[config.mk]
export PLATFORM = sky130hd
export DESIGN_NAME = sdw_seq_top
export DESIGN_NICKNAME = d
export VERILOG_FILES = /design/src/rtl/sdw_pkg.sv /design/src/rtl/sdw_cfg_hold.sv /design/src/rtl/sdw_ctrl_fsm.sv /design/src/rtl/sdw_dma_pacer.sv /design/src/rtl/sdw_seq_top.sv
export SDC_FILE = /design/constraint.sdc
export NUM_CORES = 1
export LEC_CHECK = 0
export BUFFER_PORTS_ARGS = -buffer_cell sky130_fd_sc_hd__buf_2
export CORE_ASPECT_RATIO = 1.5
export CORE_MARGIN = 3
export CORE_UTILIZATION = 39
export DETAILED_ROUTE_END_ITERATION = 6
export HOLD_SLACK_MARGIN = 0.03
export PLACE_DENSITY = 0.72
export SKIP_LAST_GASP = 1
export SYNTH_ARGS = -nofsm -noshare
export SYNTH_HDL_FRONTEND = slang
export SYNTH_SLANG_ARGS = --single-unit
[constraint.sdc]
create_clock -name clk -period 2.4 [get_ports clk]
set_input_delay 0.24 -clock clk [delete_from_list [all_inputs] [get_ports clk]]
set_output_delay 0.24 -clock clk [all_outputs]
set_load 0.01 [all_outputs]
[src/rtl/sdw_pkg.sv]
package sdw_pkg;
    localparam int LEN_W   = 16;
    localparam int ADDR_W  = 32;
    localparam int CODE_W  = 4;
    localparam int BYTES_W = 1 << CODE_W;
    localparam int WORDS_W = LEN_W - 1;
    localparam int BURST_WORDS = 4;
    localparam logic [5:0] WRITE_BLOCK_IDX = 6'd24;

    typedef enum logic [1:0] {
        ST_IDLE = 2'd0,
        ST_CMD  = 2'd1,
        ST_RESP = 2'd2,
        ST_DATA = 2'd3
    } sdw_state_e;

    typedef enum logic [1:0] {
        ERR_NONE    = 2'd0,
        ERR_CMD_TMO = 2'd1,
        ERR_CMD_CRC = 2'd2,
        ERR_DATA    = 2'd3
    } sdw_err_e;

    typedef struct packed {
        logic [ADDR_W-1:0] addr;
        logic [LEN_W-1:0]  len;
        logic [CODE_W-1:0] code;
    } sdw_cfg_t;

    function automatic logic [BYTES_W-1:0] code_to_bytes(input logic [CODE_W-1:0] c);
        return BYTES_W'(1) << c;
    endfunction

    function automatic logic [WORDS_W-1:0] len_to_words(input logic [LEN_W-1:0] n);
        logic [LEN_W:0] s;
        s = {1'b0, n} + (LEN_W+1)'(3);
        return WORDS_W'(s >> 2);
    endfunction
endpackage

[src/rtl/sdw_cfg_hold.sv]
module sdw_cfg_hold
    import sdw_pkg::*;
(
    input  logic                clk,
    input  logic                rst,
    input  logic                capture,
    input  sdw_cfg_t            cfg_in,
    output sdw_cfg_t            cfg_q,
    output logic [BYTES_W-1:0]  blk_bytes
);
    always_ff @(posedge clk) begin
        if (rst)
            cfg_q <= '0;
        else if (capture)
            cfg_q <= cfg_in;
    end

    assign blk_bytes = code_to_bytes(cfg_q.code);

    // held configuration only moves on a capture
    p_cfg_hold_r4: assert property (@(posedge clk) disable iff (rst)
        !capture |=> $stable(cfg_q));
endmodule

[src/rtl/sdw_ctrl_fsm.sv]
module sdw_ctrl_fsm
    import sdw_pkg::*;
(
    input  logic       clk,
    input  logic       rst,
    input  logic       start,
    input  logic       resp_rcvd,
    input  logic       cmd_tmo,
    input  logic       cmd_crc,
    input  logic       blk_end,
    input  logic       dat_tmo,
    input  logic       dat_crc,
    output logic       capture,
    output logic       enter_data,
    output sdw_state_e state,
    output logic       done,
    output logic       error,
    output sdw_err_e   err_code
);
    sdw_state_e nxt;
    logic cmd_fault, dat_fault;

    assign cmd_fault  = cmd_tmo | cmd_crc;
    assign dat_fault  = dat_tmo | dat_crc;
    assign capture    = (state == ST_IDLE) && start;
    assign enter_data = (state == ST_RESP) && resp_rcvd && !cmd_fault;

    always_comb begin
        nxt = state;
        unique case (state)
            ST_IDLE: if (start) nxt = ST_CMD;
            ST_CMD:  nxt = ST_RESP;
            ST_RESP: begin
                if (cmd_fault)      nxt = ST_IDLE;
                else if (resp_rcvd) nxt = ST_DATA;
            end
            ST_DATA: if (dat_fault || blk_end) nxt = ST_IDLE;
            default: nxt = ST_IDLE;
        endcase
    end

    always_ff @(posedge clk) begin
        if (rst) begin
            state    <= ST_IDLE;
            done     <= 1'b0;
            error    <= 1'b0;
            err_code <= ERR_NONE;
        end else begin
            state <= nxt;
            done  <= 1'b0;
            error <= 1'b0;
            if (capture)
                err_code <= ERR_NONE;
            if (state == ST_RESP && cmd_fault) begin
                error    <= 1'b1;
                err_code <= cmd_tmo ? ERR_CMD_TMO : ERR_CMD_CRC;
            end
            if (state == ST_DATA) begin
                if (dat_fault) begin
                    error    <= 1'b1;
                    err_code <= ERR_DATA;
                end else if (blk_end) begin
                    done <= 1'b1;
                end
            end
        end
    end

    // done only follows an observed block end
    p_done_after_end_r6: assert property (@(posedge clk) disable iff (rst)
        $rose(done) |-> $past(blk_end) && !$past(dat_fault));
    // a command fault never opens the data phase
    p_cmd_fault_r7: assert property (@(posedge clk) disable iff (rst)
        (state == ST_RESP && cmd_fault) |=> (error && state == ST_IDLE));
    // start while busy issues no new command
    p_busy_ignore_r9: assert property (@(posedge clk) disable iff (rst)
        (state != ST_IDLE && start) |=> state != ST_CMD);
    // completion pulses are exclusive
    p_excl_r8: assert property (@(posedge clk) disable iff (rst)
        !(done && error));
endmodule

[src/rtl/sdw_dma_pacer.sv]
module sdw_dma_pacer
    import sdw_pkg::*;
(
    input  logic             clk,
    input  logic             rst,
    input  logic             load,
    input  logic [LEN_W-1:0] len,
    input  logic             active,
    input  logic             ack,
    output logic             req
);
    logic [WORDS_W-1:0] words_left;

    always_ff @(posedge clk) begin
        if (rst)
            words_left <= '0;
        else if (load)
            words_left <= len_to_words(len);
        else if (req && ack) begin
            if (words_left > WORDS_W'(BURST_WORDS))
                words_left <= words_left - WORDS_W'(BURST_WORDS);
            else
                words_left <= '0;
        end
    end

    assign req = active && (words_left != '0);

    // request never outlives the data phase
    p_req_in_data_r5: assert property (@(posedge clk) disable iff (rst)
        req |-> active);
    // the outstanding count only shrinks between loads
    p_words_down_r5: assert property (@(posedge clk) disable iff (rst)
        (!load && !$past(load)) |-> words_left <= $past(words_left));
endmodule

[src/rtl/sdw_seq_top.sv]
module sdw_seq_top
    import sdw_pkg::*;
(
    input  logic               clk,
    input  logic               rst,
    input  logic               start_i,
    input  logic [LEN_W-1:0]   cfg_len_i,
    input  logic [CODE_W-1:0]  cfg_blk_code_i,
    input  logic [ADDR_W-1:0]  cfg_addr_i,
    output logic               cmd_valid_o,
    output logic [5:0]         cmd_index_o,
    output logic               cmd_short_resp_o,
    output logic [ADDR_W-1:0]  cmd_arg_o,
    input  logic               cmd_resp_rcvd_i,
    input  logic               cmd_timeout_i,
    input  logic               cmd_crc_fail_i,
    output logic               dat_enable_o,
    output logic               dat_to_card_o,
    output logic               dat_block_mode_o,
    output logic [LEN_W-1:0]   dat_len_o,
    output logic [BYTES_W-1:0] dat_blk_bytes_o,
    input  logic               dat_blk_end_i,
    input  logic               dat_timeout_i,
    input  logic               dat_crc_err_i,
    output logic               dma_req_o,
    output logic [2:0]         dma_burst_words_o,
    input  logic               dma_ack_i,
    output logic               busy_o,
    output logic               done_o,
    output logic               error_o,
    output logic [1:0]         err_code_o
);
    sdw_cfg_t   cfg_in, cfg_q;
    sdw_state_e state;
    sdw_err_e   err_code;
    logic       capture, enter_data, in_data;

    assign cfg_in = '{addr: cfg_addr_i, len: cfg_len_i, code: cfg_blk_code_i};

    sdw_cfg_hold u_cfg (
        .clk(clk), .rst(rst), .capture(capture), .cfg_in(cfg_in),
        .cfg_q(cfg_q), .blk_bytes(dat_blk_bytes_o)
    );

    sdw_ctrl_fsm u_fsm (
        .clk(clk), .rst(rst), .start(start_i),
        .resp_rcvd(cmd_resp_rcvd_i), .cmd_tmo(cmd_timeout_i), .cmd_crc(cmd_crc_fail_i),
        .blk_end(dat_blk_end_i), .dat_tmo(dat_timeout_i), .dat_crc(dat_crc_err_i),
        .capture(capture), .enter_data(enter_data), .state(state),
        .done(done_o), .error(error_o), .err_code(err_code)
    );

    assign in_data = (state == ST_DATA);

    sdw_dma_pacer u_dma (
        .clk(clk), .rst(rst), .load(enter_data), .len(cfg_q.len),
        .active(in_data), .ack(dma_ack_i), .req(dma_req_o)
    );

    assign busy_o            = (state != ST_IDLE);
    assign cmd_valid_o       = (state == ST_CMD);
    assign cmd_index_o       = cmd_valid_o ? WRITE_BLOCK_IDX : 6'd0;
    assign cmd_short_resp_o  = cmd_valid_o;
    assign cmd_arg_o         = cfg_q.addr;
    assign dat_enable_o      = in_data;
    assign dat_to_card_o     = in_data;
    assign dat_block_mode_o  = in_data;
    assign dat_len_o         = cfg_q.len;
    assign dma_burst_words_o = 3'(BURST_WORDS);
    assign err_code_o        = err_code;

    // command request is a single-cycle pulse
    p_cmd_pulse_r1: assert property (@(posedge clk) disable iff (rst)
        cmd_valid_o |=> !cmd_valid_o);
    // data opens only after a clean response
    p_data_after_resp_r2: assert property (@(posedge clk) disable iff (rst)
        $rose(dat_enable_o) |-> $past(cmd_resp_rcvd_i) && !$past(cmd_timeout_i || cmd_crc_fail_i));
    // a data fault drops the DMA request next cycle
    p_fault_drop_r8: assert property (@(posedge clk) disable iff (rst)
        (dat_enable_o && (dat_timeout_i || dat_crc_err_i)) |=> (!dma_req_o && error_o));
endmodule

==> flow_summary.yaml, run 1 <==
die:
  die_area_sq_um: 11100
  coreArea_sq_um: 9420
  ios: 146
  die_x_microns: 87.2
  std_cell_rows: 43
  initial_core_util_pct: 40.9
  die_y_microns: 128
logic_synthesis:
  synth_top_cell_area_share_pct: 37.9
  synth_cell_type_count: 52
  syn-cell-area_sq_um: 3850
  synth_top_family_by_area: "simple AND/OR/NAND/NOR gates"
  synth_edf_count: 0
  synth_compound_area_share_pct: 16.3
  synthAdderAreaFrac_pct: 0.974
  ys_ff_latch: 73
  synth_top_cell_by_area: "dfxtp_1"
  synth-xor-area-share_pct: 2.73
  yosys.area_share.simple_pct: 26.2
  synthFlopType: "dfxtp_1"
  synth_mux_area_share_pct: 0
  async_flop_share_pct: 0
  yosysWarnings: 0
  syn_avg_cell_area_sq_um: 7.51
  synth_area_leaders: "dfxtp_1 38%, nand2_1 12%, buf_4 12%, a21oi_1 7.8%, nor2_1 3.0%"
  yosysSeqAreaShare_pct: 37.9
  syn_inst: 513
drt:
  ant_nets: 0
  route.detailed.wl_per_inst_microns: 13.3
  routed_wl_microns: 9470
  drt-pass1-iter-count: 4
  route.vias.total: 3620
  initialDrtViolationCount: 213
  vias_per_cell: 5.08
  drcViolationCount: 0
layout:
  final_area_sq_um: 4640
  fin_nets: 660
  fin_cells: 712
  layout-drive-gt1-share_pct: 31.7
  syn_to_final_growth_pct: 20.5
  fill_cells: 929
  antenna_cells: 0
grt:
  gr-total-overflow: 0
  grtUsageTotal_pct: 16.5
  grt_max_degree: 31
  grt_pass1_vias: 3437
  grt_antenna_before_repair: 0
  grt_pass1_wl_microns: 14900
clock_network:
  cts_hold_buf: 0
  clkTransAtPathRegs_ns: 0.06
  cts-buffers-inserted: 9
  max-clock-path-buffers: 2
  clkSinkCount: 73
  htree_num_levels: 3
  insertion_delay_ns: 0.33
  cts_tree: "yes"
  root_buffer: "clkbuf_16"
placed_design:
  post-place-cells: 695
  portBuffers: 138
  hpwl_microns: 7170
  placed_area_sq_um: 4280
  gp_congestion: 0.928
sta:
  finalSetupViolations: 0
  drv_slew: 0
  rsz0062_at_grt: "yes"
  worst_slew_pin_slew_ns: 0.595
  hold_viol: 0
  fin_crit_ns: 2.33
  relSlewSlack_pct: 60.0
  fin_setup_tns_ns: 0
  finalCritPeriodShare_pct: 96.9
  clock_skew_ns: 0.00651
  max_freq_ghz: 0.430
pwr:
  p_sw_uw: 802
  pwr-share-seq_pct: 41.5
  p_int_uw: 2390
  power_leakage_uw: 0.00209
  swShare_pct: 25.1
  p_per_area_nw_per_um2: 688
  clkPwrFrac_pct: 46.4
  combPwrFrac_pct: 12.2
  ir_worst_vdd_uv: 562
worst_setup_path:
  start_kind: "register"
  cp_max_fo: 7
  cpPeakStageDelay_ns: 0.54
  cp_slowest_cell: "or4b_4"
  critPathCaptureType: "register"
  required_ns: 2.61
  critPathKind: "reg2reg"
  path_cells: "or4_4 -> or4b_4 -> a21oi_4 -> buf_6 -> o31ai_2 -> a222oi_1 -> nor2_1"
  r2r_start: "u_dma.words_left[6]"
  cp.arrival_ns: 2.54
  reg2regPathDepth: 7
  ff2ff_setup_slack_ns: 0.07
  r2r_end: "u_dma.words_left[5]"
min_path:
  hp-class: "in2reg"
  worstHoldEndpoint: "u_cfg.cfg_q[48]"
  hold_depth: 3
  hp-start: "cfg_addr_i[28]"
status:
  status: "completed"
run:
  drv_cap: 0
-- cell type report --
type	count	area, sq um	share of cell area, %
Tap cell	112	140	3.02
Timing Repair Buffer	155	851	18.3
Clock buffer	10	239	5.15
Sequential cell	73	1460	31.5
Clock inverter	6	97.6	2.10
Inverter	8	30.0	0.647
Multi-Input combinational cell	348	1820	39.3
-- cell usage in the layout, fill, tap and decap left out, types with 8 or more instances in the layout --
cell and instances:
inv_1 8, clkbuf_16 9, nor2_1 30, dfxtp_1 72
nand3_1 9, nand2_1 122, a21oi_1 60, buf_2 138
buf_4 13, o21ai_0 12, nor3_1 17
-- cell families (layout without fill, tap and decap cells) --
kind of cell,after synthesis,in the layout
simple gates,221,221
compound gates,105,105
buf+inv,97,179
flops,73,73
xor+xnor,12,12
fa+ha+maj,3,3
other cells,2,7
-- cells in the mapped netlist, drive strengths merged, types with 4 or more instances --
cell	number
nand2	123
dfxtp	73
buf	64
a21oi	61
nor2	31
clkbuf	25
nor3	17
o21ai	13
nand3	9
inv	8
xnor2	7
a31oi	5
nand2b	5
nand4	5
nor4	5
or2	5
xor2	5
and2	4
o31ai	4
or3	4
-- stage by stage --
stage	total power [uW]	worst slack [ns]	util [%]	hold WS [ns]
3_3_place_gp	1730	0.0749	45.4	0.439
3_5_place_dp	1740	0.0179	45.4	0.447
5_1_grt	3350	-0.0101	49.3	0.141
4_1_cts	3240	0.00538	49.0	0.130
6_report	3200	0.0748	49.3	0.146
2_1_floorplan	1650	0.224	-	0.376
-- critical path, delay by kind of cell (launching register included) --
family	cells	cell delay (ns)
and+or+nand+nor	3	1.13
DFF	1	0.33
buffers and inverters	1	0.15
AOI/OAI and AO/OA	3	0.59
-- worst max-delay path by stage --
stage,startpoint,end,slack [ns],depth (start not counted)
floorplan,u_dma.words_left[1],u_dma.words_left[5],0.22,7
global placement,u_dma.words_left[1],u_dma.words_left[5],0.07,7
detailed placement,u_dma.words_left[6],u_dma.words_left[8],0.02,6
CTS,u_dma.words_left[6],u_dma.words_left[8],0.005,6
global route,u_dma.words_left[6],u_dma.words_left[5],-0.01,7
finish,u_dma.words_left[6],u_dma.words_left[5],0.07,7
-- per-layer routing --
metal | track usage [%] | part of all wire [%] | vias to the layer above
met4 | 8.22 | 1.6 | 0
met3 | 4.18 | 8.1 | 14
met2 | 28.5 | 51 | 148
met5 | 0 | 0 | -
li1 | - | - | 1840
met1 | 18.6 | 39 | 1618
-- state kept, by name, indices dropped and copies added (netlist names) --
register / flops
u_fsm.state: 2
u_dma.words_left: 15
u_fsm.error: 1
u_fsm.done: 1
u_fsm.err_code: 2
u_cfg.cfg_q: 52
-- power groups by stage --
stage	clock network, uW	logic, uW	registers (uW)
global route	1580	437	1330
finish	1480	389	1330
detailed placement	0	391	1350
global placement	0	384	1350
CTS	1520	391	1330
floorplan	0	307	1340
-- what timing repair did --
action                     in CTS  in global routing
setup endpoints to repair       0                  7
setup buffers                   0                  1
resized for setup               0                  7
No activity file was read; power rests on OpenSTA's default activity.
==> inputs of run 2 (changes only) <==
==> constraint.sdc (replaced) <==
create_clock -name clk -period 2.4 [get_ports clk]
set_input_delay 0.12 -clock clk [delete_from_list [all_inputs] [get_ports clk]]
set_output_delay 0.12 -clock clk [all_outputs]
set_load 0.01 [all_outputs]
==> flow_summary.yaml, run 2 (synthesis results as in run 1) <==
pwr:
  ir_worst_vdd_uv: 569
  p_sw_uw: 819
  power_leakage_uw: 0.00228
  clkPwrFrac_pct: 45.5
  combPwrFrac_pct: 13.8
  pwr-share-seq_pct: 40.7
  power_uw: 3260
  p_int_uw: 2440
  swShare_pct: 25.1
  p_per_area_nw_per_um2: 640
layout:
  antenna_cells: 0
  largest_reg_flops: 52
  fin_nets: 705
  layout-drive-gt1-share_pct: 29.5
  final_common_cell: "buf_2"
  syn_to_final_growth_pct: 32.2
  largest-register: "u_cfg.cfg_q"
  fill_cells: 861
  top_regs: "u_cfg.cfg_q: 52 flops, u_dma.words_left: 15 flops"
  area.sequential_sq_um: 1460
  final_cell_mix: "138 x buf_2, 122 x nand2_1, 72 x dfxtp_1"
  multi_input_area_sq_um: 1820
drt:
  route.vias.total: 3843
  initialDrtViolationCount: 215
  vias_per_cell: 5.08
  drcViolationCount: 0
  routed_wl_microns: 10300
  drt-pass1-iter-count: 4
  ant_nets: 0
  route.detailed.wl_per_inst_microns: 13.6
sta:
  hold_viol: 0
  rsz0062_at_grt: "yes"
  finalSetupViolations: 0
  finalCritPeriodShare_pct: 97.3
  clock_skew_ns: 0.00588
  relSlewSlack_pct: 60.4
  fin_crit_ns: 2.33
  worst_slew_pin_slew_ns: 0.590
  max_freq_ghz: 0.428
  timing.hold.ws_ns: 0.0414
  fin_setup_tns_ns: 0
  drv_slew: 0
grt:
  grt_pass1_wl_microns: 16200
  grt_antenna_before_repair: 0
  grtUsageTotal_pct: 18.0
  grt_max_degree: 31
  gr-total-overflow: 0
  grt_pass1_vias: 3642
status:
  status: "completed"
clock_network:
  cts-buffers-inserted: 9
  htree_num_levels: 3
  cts_tree: "yes"
  insertion_delay_ns: 0.33
  max-clock-path-buffers: 2
  clkTransAtPathRegs_ns: 0.06
  clkSinkCount: 73
  root_buffer: "clkbuf_16"
worst_setup_path:
  critPathCaptureType: "register"
  cpPeakStageDelay_ns: 0.55
  path_cells: "or4_4 -> or4b_4 -> a21oi_4 -> o21ai_0 -> a221oi_2 -> a211oi_1"
  start_kind: "register"
  cp_max_fo: 7
  critPathKind: "reg2reg"
  crit_buf_inv: 0
  cp_slowest_cell: "or4_4"
  cp_top_family: "simple AND/OR/NAND/NOR gates"
  required_ns: 2.60
  ff2ff_setup_slack_ns: 0.07
  cp.arrival_ns: 2.53
die:
  ios: 146
  die_area_sq_um: 11100
  initial_core_util_pct: 40.9
  coreArea_sq_um: 9420
  std_cell_rows: 43
  die_x_microns: 87.2
  die_y_microns: 128
placed_design:
  portBuffers: 138
  gp_congestion: 0.928
  hpwl_microns: 7170
run:
  drv_cap: 0
min_path:
  hp-class: "in2reg"
run 2: worst register-to-register path: stages (launching register included):
cell	delay, ns
dfxtp_1	0.31
or4_4	0.56
or4b_4	0.54
a21oi_4	0.26
o21ai_0	0.18
a221oi_2	0.28
a211oi_1	0.07
run 2: layout make-up:
| class | instances | area share (%) |
|---|---|---|
| clock buffers | 10 | 4.69 |
| clock inverters | 6 | 1.92 |
| inverters | 8 | 0.589 |
| multi-input cells | 348 | 35.8 |
| flip-flops and latches | 73 | 28.7 |
| well taps | 112 | 2.75 |
| repair buffers | 200 | 25.5 |
run 2: per-stage QoR:
step	worst slack (ns)	instances	util, %	cell area [sq um]
floorplan	0.224	518	-	3870
global placement	0.0749	695	45.4	4280
detailed placement	0.0179	695	45.4	4280
CTS	0.00538	756	53.8	5070
global route	-0.0104	757	54.1	5090
finish	0.0656	757	54.1	5090
run 2: worst paths after layout:
path | to | from | cells past startpoint
setup / recovery | u_dma.words_left[8] | u_dma.words_left[1] | 6
hold / removal | u_cfg.cfg_q[38] | cfg_addr_i[18] | 3
setup reg to reg | u_dma.words_left[8] | u_dma.words_left[1] | 6
hold reg to reg | u_cfg.cfg_q[29] | u_cfg.cfg_q[29] | 2
run 2: routing by layer:
layer	track usage (%)	share of wire [%]	vias up
met5	0	0	-
li1	-	-	1930
met2	32.2	52	171
met4	8.67	2.4	0
met1	19.6	38	1719
met3	4.24	7.8	23
run 2: power groups by stage:
stage               combinational (uW)  sequential [uW]  clock (uW)
floorplan                          307             1340           0
global placement                   384             1350           0
detailed placement                 391             1350           0
CTS                                447             1330        1520
global route                       501             1330        1570
finish                             451             1330        1480
run 2: timing repair:
action	in CTS	in global routing
hold endpoints to repair	45	0
endpoints found under the setup margin	0	7
hold buffers	45	0
resized for setup	0	7
buffers inserted	0	1
==> inputs of run 3 (changes only) <==
- CTS_CLUSTER_DIAMETER: not set -> 100
- SYNTH_HIERARCHICAL: not set -> 1
==> flow_summary.yaml, run 3 <==
logic_synthesis:
  synthTopCellsByCount: "73 x dfxtp_1, 70 x nor2_1, 56 x mux2i_1"
  synth_top_cell_area_share_pct: 39.3
  yosysWarnings: 6
  syn-cell-area_sq_um: 3720
  synth_edf_count: 0
  synthFlopType: "dfxtp_1"
  yosysSeqAreaShare_pct: 39.3
  async_flop_share_pct: 0
  syn_inst: 407
  synth_cell_type_count: 65
  syn_avg_cell_area_sq_um: 9.14
  synth_area_leaders: "dfxtp_1 39%, mux2i_1 15%, nor2_1 7.1%, buf_4 2.8%, nor3_1 2.2%"
  synth_top_cell_by_area: "dfxtp_1"
  yosysMostFrequentCell: "dfxtp_1"
  ys_ff_latch: 73
layout:
  top_regs: "u_cfg/cfg_q: 52 flops, u_dma/words_left: 15 flops"
  antenna_cells: 0
  final_area_sq_um: 4860
  largest_reg_flops: 52
  final_common_cell: "buf_2"
  fin_cells: 671
  largest-register: "u_cfg/cfg_q"
  final_cell_mix: "138 x buf_2, 73 x dfxtp_1, 70 x nor2_1"
  syn_to_final_growth_pct: 30.6
  layout-drive-gt1-share_pct: 32.2
  fin_nets: 620
drt:
  route.vias.total: 3535
  ant_nets: 0
  route.detailed.wl_per_inst_microns: 14.9
  drcViolationCount: 0
  routed_wl_microns: 9970
  drt-pass1-iter-count: 4
  vias_per_cell: 5.27
  initialDrtViolationCount: 295
worst_setup_path:
  critPathCaptureType: "register"
  critPathKind: "reg2reg"
  start_kind: "register"
  reg2regPathDepth: 7
  cp.arrival_ns: 2.35
  required_ns: 2.61
  cp_max_fo: 10
grt:
  grt_max_degree: 53
  grtUsageTotal_pct: 18.7
  grt_antenna_before_repair: 0
  grt_pass1_vias: 3519
  grt_pass1_wl_microns: 16600
  gr-total-overflow: 0
min_path:
  hp-class: "in2reg"
  hold_depth: 3
sta:
  worst_slew_pin_slew_ns: 0.659
  drv_slew: 0
  fin_setup_tns_ns: 0
  fin_ws_ns: 0.257
  rsz0062_at_grt: "no"
  relSlewSlack_pct: 56.0
  hold_viol: 0
  finalCritPeriodShare_pct: 89.3
  max_freq_ghz: 0.467
  clock_skew_ns: 0.00685
  finalSetupViolations: 0
  fin_crit_ns: 2.14
clock_network:
  cts_tree: "yes"
  cts-buffers-inserted: 9
  insertion_delay_ns: 0.33
  clkTransAtPathRegs_ns: 0.06
  clkSinkCount: 73
  max-clock-path-buffers: 2
  htree_num_levels: 3
  root_buffer: "clkbuf_16"
  cts_resized: 0
die:
  coreArea_sq_um: 9250
  die_y_microns: 126
  die_area_sq_um: 10800
  std_cell_rows: 43
  die_x_microns: 85.7
  ios: 146
  initial_core_util_pct: 40.2
status:
  status: "completed"
placed_design:
  placed_area_sq_um: 4400
  portBuffers: 138
  post-place-cells: 637
  place_ws_ns: 0.307
  hpwl_microns: 7230
  gp_congestion: 0.885
pwr:
  power_leakage_uw: 0.00230
  p_per_area_nw_per_um2: 618
  ir_worst_vdd_uv: 411
  power_uw: 3000
run:
  drv_cap: 0
## run 3: cell type report
| cell class | instances | area [sq um] |
|---|---|---|
| fill | 879 | 4400 |
| multi-input combinational | 294 | 1980 |
| sequential | 73 | 1460 |
| timing repair buffer | 165 | 966 |
| clock buffer | 11 | 243 |
| tap | 112 | 140 |
| inverter | 12 | 45.0 |
| clock inverter | 4 | 20.0 |
## run 3: final timing paths
kind | end | slack (ns) | start
max | u_dma/words_left[2] | 0.26 | u_dma/words_left[3]
min | u_cfg/cfg_q[9] | 0.04 | cfg_len_i[5]
max reg2reg | u_dma/words_left[2] | 0.26 | u_dma/words_left[3]
min reg2reg | u_cfg/cfg_q[29] | 0.49 | u_cfg/cfg_q[29]
## run 3: cells by family after synthesis
logic type / share of synthesized area [%]
compound gates: 12.0
xor+xnor: 2.83
fa+ha+maj: 1.01
buf+inv: 8.07
flops: 39.3
mux: 15.1
other cells: 0.202
simple gates: 21.5
## run 3: metal layers
layer / part of all wire [%] / global-route usage (%)
met1: 38 / 20.9
met4: 2.4 / 8.76
met2: 54 / 33.6
met3: 5.6 / 3.56
met5: 0 / 0
## run 3: metrics by stage
stage / util (%) / hold slack [ns]
3_3_place_gp: 47.6 / 0.353
6_report: 52.5 / 0.0351
2_1_floorplan: - / 0.189
4_1_cts: 52.5 / 0.0301
5_1_grt: 52.5 / 0.0336
3_5_place_dp: 47.6 / 0.362
## run 3: repair_timing
item	CTS	global route
endpoints found under the setup margin	0	0
hold buffers	19	0
buffers inserted	0	0
endpoints found under the hold margin	19	0
## run 3: critical path, stage by stage, from the launching register on
cell	delay (ns)
dfxtp_1	0.32
inv_1	0.12
ha_1	0.16
or3b_2	0.50
a211oi_4	0.34
a21oi_2	0.21
a221oi_2	0.30
a211oi_1	0.08
## run 3: power by group
part / switching [uW] / leakage (uW) / internal (uW)
Clock: 481 / 0.000135 / 714
Sequential: 68.8 / 0.000597 / 1280
Combinational: 233 / 0.00157 / 226
